===== config.mk =====
export PLATFORM = sky130hd
export DESIGN_NAME = irq_ack_seq
export DESIGN_NICKNAME = d
export VERILOG_FILES = /design/src/rtl/irq_seq_pkg.sv /design/src/rtl/nmi_qual.sv /design/src/rtl/irq_arb.sv /design/src/rtl/ack_seq.sv /design/src/rtl/irq_ack_seq.sv
export SDC_FILE = /design/constraint.sdc
export NUM_CORES = 1
export LEC_CHECK = 0
export BUFFER_PORTS_ARGS = -buffer_cell sky130_fd_sc_hd__buf_2
export CORE_MARGIN = 2
export CORE_UTILIZATION = 47
export DETAILED_ROUTE_END_ITERATION = 8
export PLACE_DENSITY = 0.87
export REMOVE_ABC_BUFFERS = 1
export SLEW_MARGIN = 10
export SYNTH_ARGS = -nofsm -noshare
export SYNTH_HDL_FRONTEND = slang
export SYNTH_SLANG_ARGS = --single-unit

===== constraint.sdc =====
create_clock -name clk_i -period 1.73 [get_ports clk_i]
set_clock_uncertainty 0.2 [all_clocks]
set_input_delay 0.173 -clock clk_i [delete_from_list [all_inputs] [get_ports clk_i]]
set_output_delay 0.173 -clock clk_i [all_outputs]
set_load 0.05 [all_outputs]

===== src/rtl/irq_seq_pkg.sv =====
package irq_seq_pkg;
  typedef enum logic [2:0] {
    S_IDLE,
    S_ACK1,
    S_GAP,
    S_ACK2,
    S_TAKE
  } seq_st_e;

  localparam logic [7:0] NMI_VEC = 8'h02;
endpackage


===== src/rtl/nmi_qual.sv =====
module nmi_qual #(
  parameter int SYNC   = 2,
  parameter int MIN_HI = 2
) (
  input  logic clk_i,
  input  logic rst_ni,
  input  logic nmi_i,
  input  logic clr_i,
  output logic pend_o
);
  localparam int HW = $clog2(MIN_HI + 1);

  logic [SYNC-1:0] sync_q;
  logic [HW-1:0]   hcnt_q;
  logic            lvl;
  logic            ev;
  logic            pend_q;

  for (genvar g = 0; g < SYNC; g++) begin : g_sync
    if (g == 0) begin : g_first
      always_ff @(posedge clk_i or negedge rst_ni)
        if (!rst_ni) sync_q[0] <= 1'b0;
        else         sync_q[0] <= nmi_i;
    end else begin : g_rest
      always_ff @(posedge clk_i or negedge rst_ni)
        if (!rst_ni) sync_q[g] <= 1'b0;
        else         sync_q[g] <= sync_q[g-1];
    end
  end

  assign lvl = sync_q[SYNC-1];
  // fires once, on the clock the level completes its minimum width
  assign ev  = lvl && (hcnt_q == HW'(MIN_HI - 1));

  always_ff @(posedge clk_i or negedge rst_ni) begin
    if (!rst_ni) begin
      hcnt_q <= '0;
      pend_q <= 1'b0;
    end else begin
      if (!lvl)                         hcnt_q <= '0;
      else if (hcnt_q != HW'(MIN_HI))   hcnt_q <= hcnt_q + 1'b1;
      pend_q <= ev | (pend_q & ~clr_i);
    end
  end

  assign pend_o = pend_q;

  p_min_width_r2: assert property (@(posedge clk_i) disable iff (!rst_ni)
    $rose(pend_q) |-> ($past(lvl) && $past(lvl, 2)));
endmodule


===== src/rtl/irq_arb.sv =====
module irq_arb (
  input  logic idle_i,
  input  logic bnd_i,
  input  logic nmi_pend_i,
  input  logic str_busy_i,
  input  logic intr_i,
  input  logic ie_i,
  output logic take_nmi_o,
  output logic take_intr_o
);
  logic at_bnd;
  logic nmi_ok;

  always_comb begin
    at_bnd      = idle_i & bnd_i;
    nmi_ok      = nmi_pend_i & ~str_busy_i;
    take_nmi_o  = at_bnd & nmi_ok;
    take_intr_o = at_bnd & ~nmi_ok & intr_i & ie_i;
  end
endmodule


===== src/rtl/ack_seq.sv =====
module ack_seq
  import irq_seq_pkg::*;
#(
  parameter int ACK_LEN = 2,
  parameter int GAP_LEN = 2,
  parameter int VW      = 8
) (
  input  logic          clk_i,
  input  logic          rst_ni,
  input  logic          start_nmi_i,
  input  logic          start_intr_i,
  input  logic [VW-1:0] vec_i,
  output logic          inta_no,
  output logic          lock_no,
  output logic          take_o,
  output logic          clr_ie_o,
  output logic [VW-1:0] vec_o,
  output logic          busy_o
);
  localparam int MAXL = (ACK_LEN > GAP_LEN) ? ACK_LEN : GAP_LEN;
  localparam int CW   = $clog2(MAXL + 1);

  seq_st_e       st_q, st_d;
  logic [CW-1:0] cnt_q, cnt_d;
  logic [VW-1:0] vec_q;
  logic          ack_last, gap_last;

  assign ack_last = (cnt_q == CW'(ACK_LEN - 1));
  assign gap_last = (cnt_q == CW'(GAP_LEN - 1));

  always_comb begin
    st_d  = st_q;
    cnt_d = cnt_q + 1'b1;
    unique case (st_q)
      S_IDLE: begin
        cnt_d = '0;
        if (start_nmi_i)       st_d = S_TAKE;
        else if (start_intr_i) st_d = S_ACK1;
      end
      S_ACK1: if (ack_last) begin st_d = S_GAP;  cnt_d = '0; end
      S_GAP:  if (gap_last) begin st_d = S_ACK2; cnt_d = '0; end
      S_ACK2: if (ack_last) begin st_d = S_TAKE; cnt_d = '0; end
      S_TAKE: begin st_d = S_IDLE; cnt_d = '0; end
      default: begin st_d = S_IDLE; cnt_d = '0; end
    endcase
  end

  always_ff @(posedge clk_i or negedge rst_ni) begin
    if (!rst_ni) begin
      st_q  <= S_IDLE;
      cnt_q <= '0;
      vec_q <= '0;
    end else begin
      st_q  <= st_d;
      cnt_q <= cnt_d;
      if (st_q == S_IDLE && start_nmi_i)  vec_q <= VW'(NMI_VEC);
      else if (st_q == S_ACK2 && ack_last) vec_q <= vec_i;
    end
  end

  assign inta_no  = ~(st_q == S_ACK1 || st_q == S_ACK2);
  assign lock_no  = ~(st_q == S_ACK1 || st_q == S_GAP);
  assign take_o   = (st_q == S_TAKE);
  assign clr_ie_o = (st_q == S_ACK1) && (cnt_q == '0);
  assign vec_o    = vec_q;
  assign busy_o   = (st_q != S_IDLE);

  p_ack_width_r9: assert property (@(posedge clk_i) disable iff (!rst_ni)
    (!inta_no && $past(inta_no)) |=> !inta_no);
  p_lock_release_r10: assert property (@(posedge clk_i) disable iff (!rst_ni)
    $rose(lock_no) |-> !inta_no);
  p_take_pulse_r11: assert property (@(posedge clk_i) disable iff (!rst_ni)
    take_o |=> (!take_o && !busy_o));
  p_clr_in_ack_r8: assert property (@(posedge clk_i) disable iff (!rst_ni)
    clr_ie_o |-> (!inta_no && !lock_no && !take_o));
endmodule


===== src/rtl/irq_ack_seq.sv =====
module irq_ack_seq
  import irq_seq_pkg::*;
#(
  parameter int SYNC    = 2,
  parameter int NMI_MIN = 2,
  parameter int ACK_LEN = 2,
  parameter int GAP_LEN = 2,
  parameter int VW      = 8
) (
  input  logic          clk_i,
  input  logic          rst_ni,
  input  logic          nmi_i,
  input  logic          intr_i,
  input  logic          ie_i,
  input  logic          insn_end_i,
  input  logic          str_busy_i,
  input  logic [VW-1:0] vec_i,
  output logic          inta_no,
  output logic          lock_no,
  output logic          take_o,
  output logic [VW-1:0] vec_o,
  output logic          clr_ie_o,
  output logic          busy_o
);
  logic nmi_pend;
  logic take_nmi, take_intr;

  nmi_qual #(.SYNC(SYNC), .MIN_HI(NMI_MIN)) u_qual (
    .clk_i  (clk_i),
    .rst_ni (rst_ni),
    .nmi_i  (nmi_i),
    .clr_i  (take_nmi),
    .pend_o (nmi_pend)
  );

  irq_arb u_arb (
    .idle_i      (~busy_o),
    .bnd_i       (insn_end_i),
    .nmi_pend_i  (nmi_pend),
    .str_busy_i  (str_busy_i),
    .intr_i      (intr_i),
    .ie_i        (ie_i),
    .take_nmi_o  (take_nmi),
    .take_intr_o (take_intr)
  );

  ack_seq #(.ACK_LEN(ACK_LEN), .GAP_LEN(GAP_LEN), .VW(VW)) u_seq (
    .clk_i        (clk_i),
    .rst_ni       (rst_ni),
    .start_nmi_i  (take_nmi),
    .start_intr_i (take_intr),
    .vec_i        (vec_i),
    .inta_no      (inta_no),
    .lock_no      (lock_no),
    .take_o       (take_o),
    .clr_ie_o     (clr_ie_o),
    .vec_o        (vec_o),
    .busy_o       (busy_o)
  );

  p_ie_mask_r7: assert property (@(posedge clk_i) disable iff (!rst_ni)
    (insn_end_i && !busy_o && !ie_i) |=> (inta_no && !clr_ie_o));
  p_str_defer_r6: assert property (@(posedge clk_i) disable iff (!rst_ni)
    (insn_end_i && !busy_o && str_busy_i) |=> !take_o);
  p_no_restart_r12: assert property (@(posedge clk_i) disable iff (!rst_ni)
    busy_o |=> !clr_ie_o);
  p_nmi_first_r5: assert property (@(posedge clk_i) disable iff (!rst_ni)
    (insn_end_i && !busy_o && nmi_pend && !str_busy_i) |=> (take_o && inta_no));
endmodule


## Word level (Yosys, flattened, before mapping)

Index checks and enable logic that the tools add are counted.

- Bits in registers: 18
- Input bits: 15
- Output and inout bits: 13
- Word-level logic and storage cells: 59

- Add/subtract/negate cells: 2
- Equality and inequality tests: 12
- Mux-type cells: 12
- Bitwise logic cells: 14
- Reduce and logical (&&, ||, !) cells: 12

Operator list:

| kind | number |
|---|---|
| $mux W8 | 2 |
| $mux W3 | 5 |
| $pmux W3 S4 | 1 |
| $mux W2 | 4 |
| $and A1 B1 Y1 | 7 |
| $eq A3 B2 Y1 const B | 2 |
| $ne A2 B1 Y1 const B | 3 |
| $not A1 Y1 | 6 |
| $add A2 B1 Y2 const B | 2 |
| $eq A2 B1 Y1 const B | 2 |
| $logic_and A1 B1 Y1 | 4 |
| $ne A2 B2 Y1 const B | 2 |
| $reduce_and A4 Y1 | 1 |
| $eq A3 B1 Y1 const B | 1 |
| $eq A3 B3 Y1 const B | 1 |
| $logic_not A3 Y1 | 1 |
| $ne A3 B3 Y1 const B | 1 |
| $reduce_bool A3 Y1 | 1 |
| $reduce_or A3 Y1 | 1 |
| $logic_not A2 Y1 | 1 |
| $logic_or A1 B1 Y1 | 2 |
| $reduce_bool A2 Y1 | 1 |
| $or A1 B1 Y1 | 1 |

## Depth between registers and ports, before layout

Gate-level depths: netlist (run 1).

- Depth after elaboration: 9
- Depth in mapped cells: 6
- Mapped depth without buffers: 5

## By module

A second synthesis (run 1) with hierarchy kept.

- Cells, all modules: 69
- Area total of the unflattened synthesis: 819.5 um2

Modules (own cells, without submodules):

| module | times used | cells an instance | area each (um2) | seq. area each (um2) |
|---|---|---|---|---|
| ack_seq | 1 | 46 | 570.5 | 325.3 |
| nmi_qual | 1 | 17 | 206.4 | 125.1 |
| irq_arb | 1 | 5 | 38.8 | 0.0 |
| irq_ack_seq | 1 | 1 | 3.8 | 0.0 |

## Worst setup path after synthesis (run 1)

Ideal clock, no wire load.

- Path type: register to output
- From: register u_seq.st_q[0]
- To: output port take_o
- Arrival: 1,588 ps
- Required time: 1,357 ps
- Slack: -231 ps
- Stages on the path, launching flop included: 3
- Buffers on the path: 1
- Cell sequence: dfrtp_1 -> buf_4 -> nor3_1

- Longest elaborated chain between the ends: 1

RTL lines:

| item | line | source |
|---|---|---|
| start: declaration | ack_seq.sv:23 | `seq_st_e st_q, st_d;` |
| start signal: assignment | ack_seq.sv:54 | `st_q <= st_d;` |
| $eq A3 B3 Y1 | ack_seq.sv:63 | `assign take_o = (st_q == S_TAKE);` |
| end: declaration | irq_ack_seq.sv:20 | `output logic take_o,` |

Every way passes these cells.

## Final worst setup path (run 1)

- From: register u_seq.st_q[2]
- To: output port clr_ie_o

- Longest elaborated chain between the ends: 2

RTL lines:

| item | line | source |
|---|---|---|
| $eq A3 B1 Y1 | ack_seq.sv:64 | `assign clr_ie_o = (st_q == S_ACK1) && (cnt_q == '0);` |
| $logic_and A1 B1 Y1 | ack_seq.sv:64 |  |
| end: declaration | irq_ack_seq.sv:22 | `output logic clr_ie_o,` |

Every way passes these cells.

==> results of run 1 <==
==> critical path, delay by kind of cell, from the launching register on <==
| kind | cells | cell delay (ns) |
|---|---|---|
| buf+inv | 1 | 0.16 |
| simple gates | 2 | 0.43 |
| flops | 1 | 0.46 |
==> placed cells by master, fill, tap and decap left out, drive strengths merged, types with 2 or more instances in the layout <==
cell,count
a21oi,7
and2,4
buf,30
clkbuf,3
dfrtp,18
dlygate4sd3,10
ha,2
inv,5
nand2,2
nand3,10
nand3b,2
nor2,3
nor2b,2
nor3,3
o21ai,10
xor2,2
==> worst paths after layout <==
check | slack [ns] | endpoint | from
worst min-delay path | 0.03 | u_seq.vec_o[1]$_DFFE_PN0P_ | insn_end_i
worst max-delay path | 0.01 | clr_ie_o | u_seq.st_q[2]$_DFFE_PN0P_
worst min register to register | 0.16 | u_qual.lvl$_DFF_PN0_ | u_qual.sync_q[0]$_DFF_PN0_
worst max register to register | 0.21 | u_seq.vec_o[4]$_DFFE_PN0P_ | u_seq.st_q[0]$_DFFE_PN0P_
min in group asynchronous | 0.13 | u_seq.vec_o[0]$_DFFE_PN0P_ | rst_ni
max in group asynchronous | 0.90 | u_seq.st_q[0]$_DFFE_PN0P_ | rst_ni
==> stage by stage <==
stage	setup slack, ns	hold slack [ns]	instance area, µm²	util	instances
floorplan	-0.212	-0.323	802	-	77
global placement	0.239	-0.0814	976	0.571	130
detailed placement	0.210	-0.0805	976	0.571	130
CTS	0.00521	0.0101	1120	0.658	145
global route	-0.0855	0.0609	1130	0.662	145
finish	0.0112	0.0260	1130	0.662	145
==> repair_timing <==
item,in CTS,in global routing
setup buffers,2,0
hold endpoints to repair,27,0
gates resized for setup,5,4
setup endpoints to repair,2,5
pin swaps,0,2
hold buffers,10,0
==> layout make-up <==
type,count,area [µm²],share of cell area
sequential,18,454,0.402
multi-input combinational,54,333,0.294
timing repair buffer,40,269,0.238
tap,25,31.3,0.0277
clock buffer,3,22.5,0.0199
inverter,5,21.3,0.0188
==> cell families (layout without fill, tap and decap cells) <==
kind of cell / count (synthesis) / in the layout / synth area share
simple gates: 30 / 30 / 0.206
xor+xnor: 3 / 3 / 0.0310
buf+inv: 10 / 48 / 0.0796
flops: 18 / 18 / 0.531
compound gates: 19 / 19 / 0.122
fa+ha+maj: 2 / 2 / 0.0295
==> routing by layer <==
metal  part of all wire  global-route usage
met1               0.38               0.278
met2               0.52               0.342
met3              0.048              0.0392
met4              0.045               0.154
met5                  0                   0
==> where the power goes <==
part           internal [mW]  switching (mW)
registers              0.583           0.143
clock network         0.0811           0.130
logic                  0.413           0.942
total                   1.08            1.22
==> sequential cells by signal, indices dropped and copies added (netlist names) <==
register,count
u_seq.vec_o,8
u_qual.sync_q,1
u_qual.lvl,1
u_qual.hcnt_q,2
u_seq.st_q,3
u_seq.cnt_q,2
u_qual.pend_o,1
==> qor.log, run 1 <==
[status] result of the run finished clean
[floorplan] initial core utilization 0.497
[final_layout] synthesis-to-finish area growth 33.3%
[timing] setup TNS after final layout 0 ns
[critical_path] critical path fanouts, max 6
[logic_synthesis] synthesis-stage register bit count 18
[drt] total routed wirelength 2110 µm
[final_layout] antenna diode instance count 0
[logic_synthesis] most common cell in the netlist dfrtp_1
[drt] drt first-iter violations 30
[place] Placer Congestion 0.728
[drt] DRC violation count after routing 0
[final_layout] final-layout fill cell count 134
[drt] Vias per Instance 5.12
[logic_synthesis] fraction of synthesized cell area taken by the top area cell type 0.531
[floorplan] row cnt 15
[floorplan] count of pins on the block boundary 28
[critical_path] Setup Crit Path Kind reg2out
[timing] Relative slew margins 0.739
[final_layout] ratio of cells with drive above 1 in the final layout 0.333
[clock_tree] CTS max path bufs 2
[power_and_ir_drop] total power density per cell area 2030 nW/µm²
[drt] via count 742
[critical_path] critical path required time 1.36 ns
[logic_synthesis] Synth area leader dfrtp_1
[critical_path] critical path cell sequence nor4_1 > and2_1 > buf_6
[power_and_ir_drop] Max VDD drop 1.33 mV
[clock_tree] cts bufs inserted 3
[logic_synthesis] number of flops mapped to enable cells by yosys 0
[logic_synthesis] Ys Warns 0
[timing] Fmax achieved 582 MHz
[drt] number of nets with antenna violations after detailed routing 0
[logic_synthesis] Post-Syn Area per Cell 10.3 µm²
[critical_path] Worst Reg-to-Reg Cells 3
[critical_path] arrival time of data at the critical path endpoint 1.35 ns
[floorplan] Die Y 46.5 µm
[place] port bufs 27
[drt] detailed-routing iteration count for the pre-antenna-repair pass 4
[critical_path] startpoint kind of the worst setup timing path flip-flop
[clock_tree] worst skew pair latency 0.30 ns
[drt] routed wirelength normalized by instance count 14.5 µm
[grt] All-Layer GR Usage 0.221
[logic_synthesis] cell types with the highest counts after synthesis 18 x dfrtp_1, 10 x nand3_1, 9 x o21ai_1
[grt] number of antenna violations at the first check in global routing 0
[timing] Least-Margin Pin Slew 0.391 ns
[clock_tree] CTS HTree Levels 1
[hold_path] worst min path class in2reg
[logic_synthesis] share of synthesized flip-flops with an asynchronous set or reset 1.00
[critical_path] slowest cell on the critical path dfrtp_2
[hold_path] number of cells on the worst hold path 3
[logic_synthesis] post-synthesis cell count 82
[timing] Tcrit/Tclk final 0.994
[power_and_ir_drop] power after layout 2.29 mW
[logic_synthesis] leading cell types by total area after synthesis dfrtp_1 53%, nand3_1 5.9%, o21ai_1 5.3%, a21oi_1 4.1%, buf_6 4.0%
[clock_tree] Clock Pin Slew Worst Setup and Hold Paths 0.10 ns
[grt] total gr overflow 0
[logic_synthesis] share of the yosys chip area belonging to registers 0.531
[final_layout] final layout net count 139
[clock_tree] clock tree from TritonCTS done
[power_and_ir_drop] leakage power figure 0.537 nW
[logic_synthesis] mapped cell area 848 µm²
[timing] setup repair after global routing missed its margin yes
[floorplan] floorplan die width 46.5 µm
[grt] vias in the first global route 683
[place] Post-DP HPWL 1230 µm
[grt] largest net degree at the start of global routing 19
[floorplan] floorplan die area 2160 µm²
[critical_path] CP peak stage delay 0.46 ns
[flow_run] max-capacitance violation count 0
[logic_synthesis] Synth Flop Type dfrtp_1
[grt] global-route wire length before repair 3170 µm
[timing] clock period minus worst slack 1.72 ns
[logic_synthesis] synth unique cells 26
[timing] number of endpoints with negative hold slack in the final report 0
[timing] number of endpoints failing setup at the final stage 0
[clock_tree] clock root buffer clkbuf_4
[timing] Slew Limit Fails 0
[clock_tree] Clock Sink Count 18
[critical_path] element type at the critical path end output pin
[floorplan] core region area 1710 µm²
Power figures use the tool's default switching activity.
==> run 2: changes to the inputs <==
==> constraint.sdc (replaced) <==
create_clock -name clk_i -period 1.73 [get_ports clk_i]
set_clock_uncertainty 0.2 [all_clocks]
set_input_delay 0.173 -clock clk_i [delete_from_list [all_inputs] [get_ports clk_i]]
set_output_delay 0.173 -clock clk_i [all_outputs]
set_load 0.1 [all_outputs]
==> run 2 against run 1 <==
The run now ends with negative setup slack left. Flip-flop and latch count unchanged. Critical path depth unchanged. Maximum frequency down 1.8%. Sequential share of layout area down 4.3 points. Via count grew 8.2%. Critical endpoint unchanged. Highest routed layer unchanged.
==> qor.log, run 2 (same netlist as run 1, synthesis figures left out) <==
[grt] largest net degree at the start of global routing 19 [unchanged]
[floorplan] count of pins on the block boundary 28 [unchanged]
[grt] All-Layer GR Usage 0.237 [+0.0159]
[status] result of the run finished, violations left
[final_layout] max reg flops 8 [unchanged]
[grt] total gr overflow 0 [unchanged]
[timing] Relative slew margins 0.679 [-0.0600]
[timing] setup repair after global routing missed its margin yes
[critical_path] Setup Crit Path Kind reg2out
[timing] number of endpoints with negative hold slack in the final report 0 [unchanged]
[critical_path] element type at the critical path end output pin
[timing] fin worst setup slack -0.0200 ns [-0.0312 ns]
[final_layout] leading cell type in the layout, fill and taps excluded buf_2
[clock_tree] clock tree from TritonCTS done
[floorplan] Die Y 46.5 µm [unchanged]
[floorplan] initial core utilization 0.497 [unchanged]
[status] violated checks negative setup slack
[grt] vias in the first global route 784 [+15%]
[final_layout] summed area of non-filler cells in the final layout 1270 µm² [+12%]
[timing] Tcrit/Tclk final 1.01 [+0.0180]
[floorplan] floorplan die area 2160 µm² [unchanged]
[timing] number of endpoints failing setup at the final stage 1 [+1]
[critical_path] CP peak stage delay 0.46 ns [about the same]
[clock_tree] CTS HTree Levels 1 [unchanged]
[place] area of placed instances 1040 µm² [+6.2%]
[drt] number of nets with antenna violations after detailed routing 0 [unchanged]
[critical_path] slowest cell on the critical path dfrtp_2
[drt] DRC violation count after routing 0 [unchanged]
[drt] drt first-iter violations 16 [-47%]
[floorplan] core region area 1710 µm² [unchanged]
[critical_path] critical path fanouts, max 5 [-1]
[critical_path] critical path required time 1.36 ns [about the same]
[clock_tree] Clock Sink Count 18 [unchanged]
[final_layout] final layout net count 143 [+2.9%]
[timing] setup TNS after final layout -0.0200 ns [-0.0200 ns]
[timing] Slew Limit Fails 0 [unchanged]
[place] port bufs 27 [unchanged]
[floorplan] floorplan die width 46.5 µm [unchanged]
[clock_tree] Clock Pin Slew Worst Setup and Hold Paths 0.10 ns [about the same]
[flow_run] max-capacitance violation count 0 [unchanged]
[drt] detailed-routing iteration count for the pre-antenna-repair pass 4 [unchanged]
[timing] Least-Margin Pin Slew 0.485 ns [+0.0945 ns]
[drt] routed wirelength normalized by instance count 14.5 µm [+0.11%]
[clock_tree] clock root buffer clkbuf_4
[place] Placer Congestion 0.772 [+6.1%]
[final_layout] ratio of cells with drive above 1 in the final layout 0.392 [+0.0587]
[clock_tree] cts bufs inserted 3 [unchanged]
[drt] total routed wirelength 2180 µm [+3.6%]
[clock_tree] worst skew pair latency 0.30 ns [about the same]
[final_layout] most frequent cells in the layout 22 x buf_2, 14 x dfrtp_1, 11 x dlygate4sd3_1
[floorplan] row cnt 15 [unchanged]
[final_layout] antenna diode instance count 0 [unchanged]
[clock_tree] CTS max path bufs 2 [unchanged]
[grt] number of antenna violations at the first check in global routing 0 [unchanged]
[critical_path] WP buf/inv 1 [unchanged]
[critical_path] startpoint kind of the worst setup timing path flip-flop
[critical_path] arrival time of data at the critical path endpoint 1.38 ns [+0.03 ns]
[grt] global-route wire length before repair 3420 µm [+8.1%]
[critical_path] critical path cell sequence nor4_4 > and2_4 > buf_12
[drt] Vias per Instance 5.35 [+4.6%]
[hold_path] worst min path class in2reg
[critical_path] Top Family by Delay on Critical Path flip-flops
[place] Post-DP HPWL 1310 µm [+6.7%]
[timing] Fmax achieved 571 MHz [-1.8%]
[timing] clock period minus worst slack 1.75 ns [+0.0312 ns]
[place] dpl ws 0.166 ns [-0.0442 ns]
[final_layout] core occupancy in the finished layout 0.744 [+0.0821]
[final_layout] synthesis-to-finish area growth 49.9%
[drt] via count 803 [+8.2%]
[run 2: cell count changes in the layout (fill, tap and decap cells not counted), sizes merged]
cell	change
buf	+3
clkbuf	+1
dlygate4sd3	+1
[run 2: path summary, 6_finish.rpt]
kind / start / endpoint / slack, ns / cells past startpoint
worst max register to register: u_seq.st_q[1]$_DFFE_PN0P_ / u_seq.vec_o[5]$_DFFE_PN0P_ / 0.17 / 4
min in group asynchronous: rst_ni / u_seq.vec_o[4]$_DFFE_PN0P_ / 0.12 / 2
worst max-delay path: u_seq.st_q[2]$_DFFE_PN0P_ / clr_ie_o / -0.02 / 3
worst min-delay path: str_busy_i / u_seq.st_q[2]$_DFFE_PN0P_ / 0.04 / 4
max in group asynchronous: rst_ni / u_seq.cnt_q[1]$_DFF_PN0_ / 0.89 / 2
worst min register to register: u_qual.sync_q[0]$_DFF_PN0_ / u_qual.lvl$_DFF_PN0_ / 0.16 / 0
[run 2: worst min-delay path, cell delays in order]
cell and delay [ns]:
buf_2 0.08, nor2b_1 0.06, nand3_1 0.13, o21ai_1 0.08
[run 2: timing repair]
action,in CTS,in global routing
hold endpoints to repair,28,0
hold buffers,11,0
endpoints found under the setup margin,3,5
pin swaps,0,3
buffers inserted,3,2
resized for setup,7,8
[run 2: layer usage]
layer / vias to the layer above / part of all wire / global-route usage / wire length (µm)
met5: - / 0 / 0 / 0
met4: 0 / 0.022 / 0.103 / 47
met3: 6 / 0.047 / 0.0706 / 103
met2: 30 / 0.53 / 0.386 / 1150
met1: 396 / 0.40 / 0.289 / 877
li1: 371 / - / - / -
[run 2: area by class of cell]
type | instances | area (µm²)
Timing Repair Buffer | 44 | 360
Sequential cell | 18 | 455
Fill cell | 99 | 437
Tap cell | 25 | 31.3
Multi-Input combinational cell | 54 | 367
Inverter | 5 | 21.3
Clock buffer | 4 | 36.3
[run 2: per-stage QoR]
step	cells	hold WS (ns)
5_1_grt	150	0.0711
6_report	150	0.0439
4_1_cts	148	0.0365
3_5_place_dp	130	-0.0816
2_1_floorplan	77	-0.323
3_3_place_gp	130	-0.0831
Power of run 2 is not shown: default switching activity piles up to over one toggle a cycle in this logic, so the estimate is an artifact.
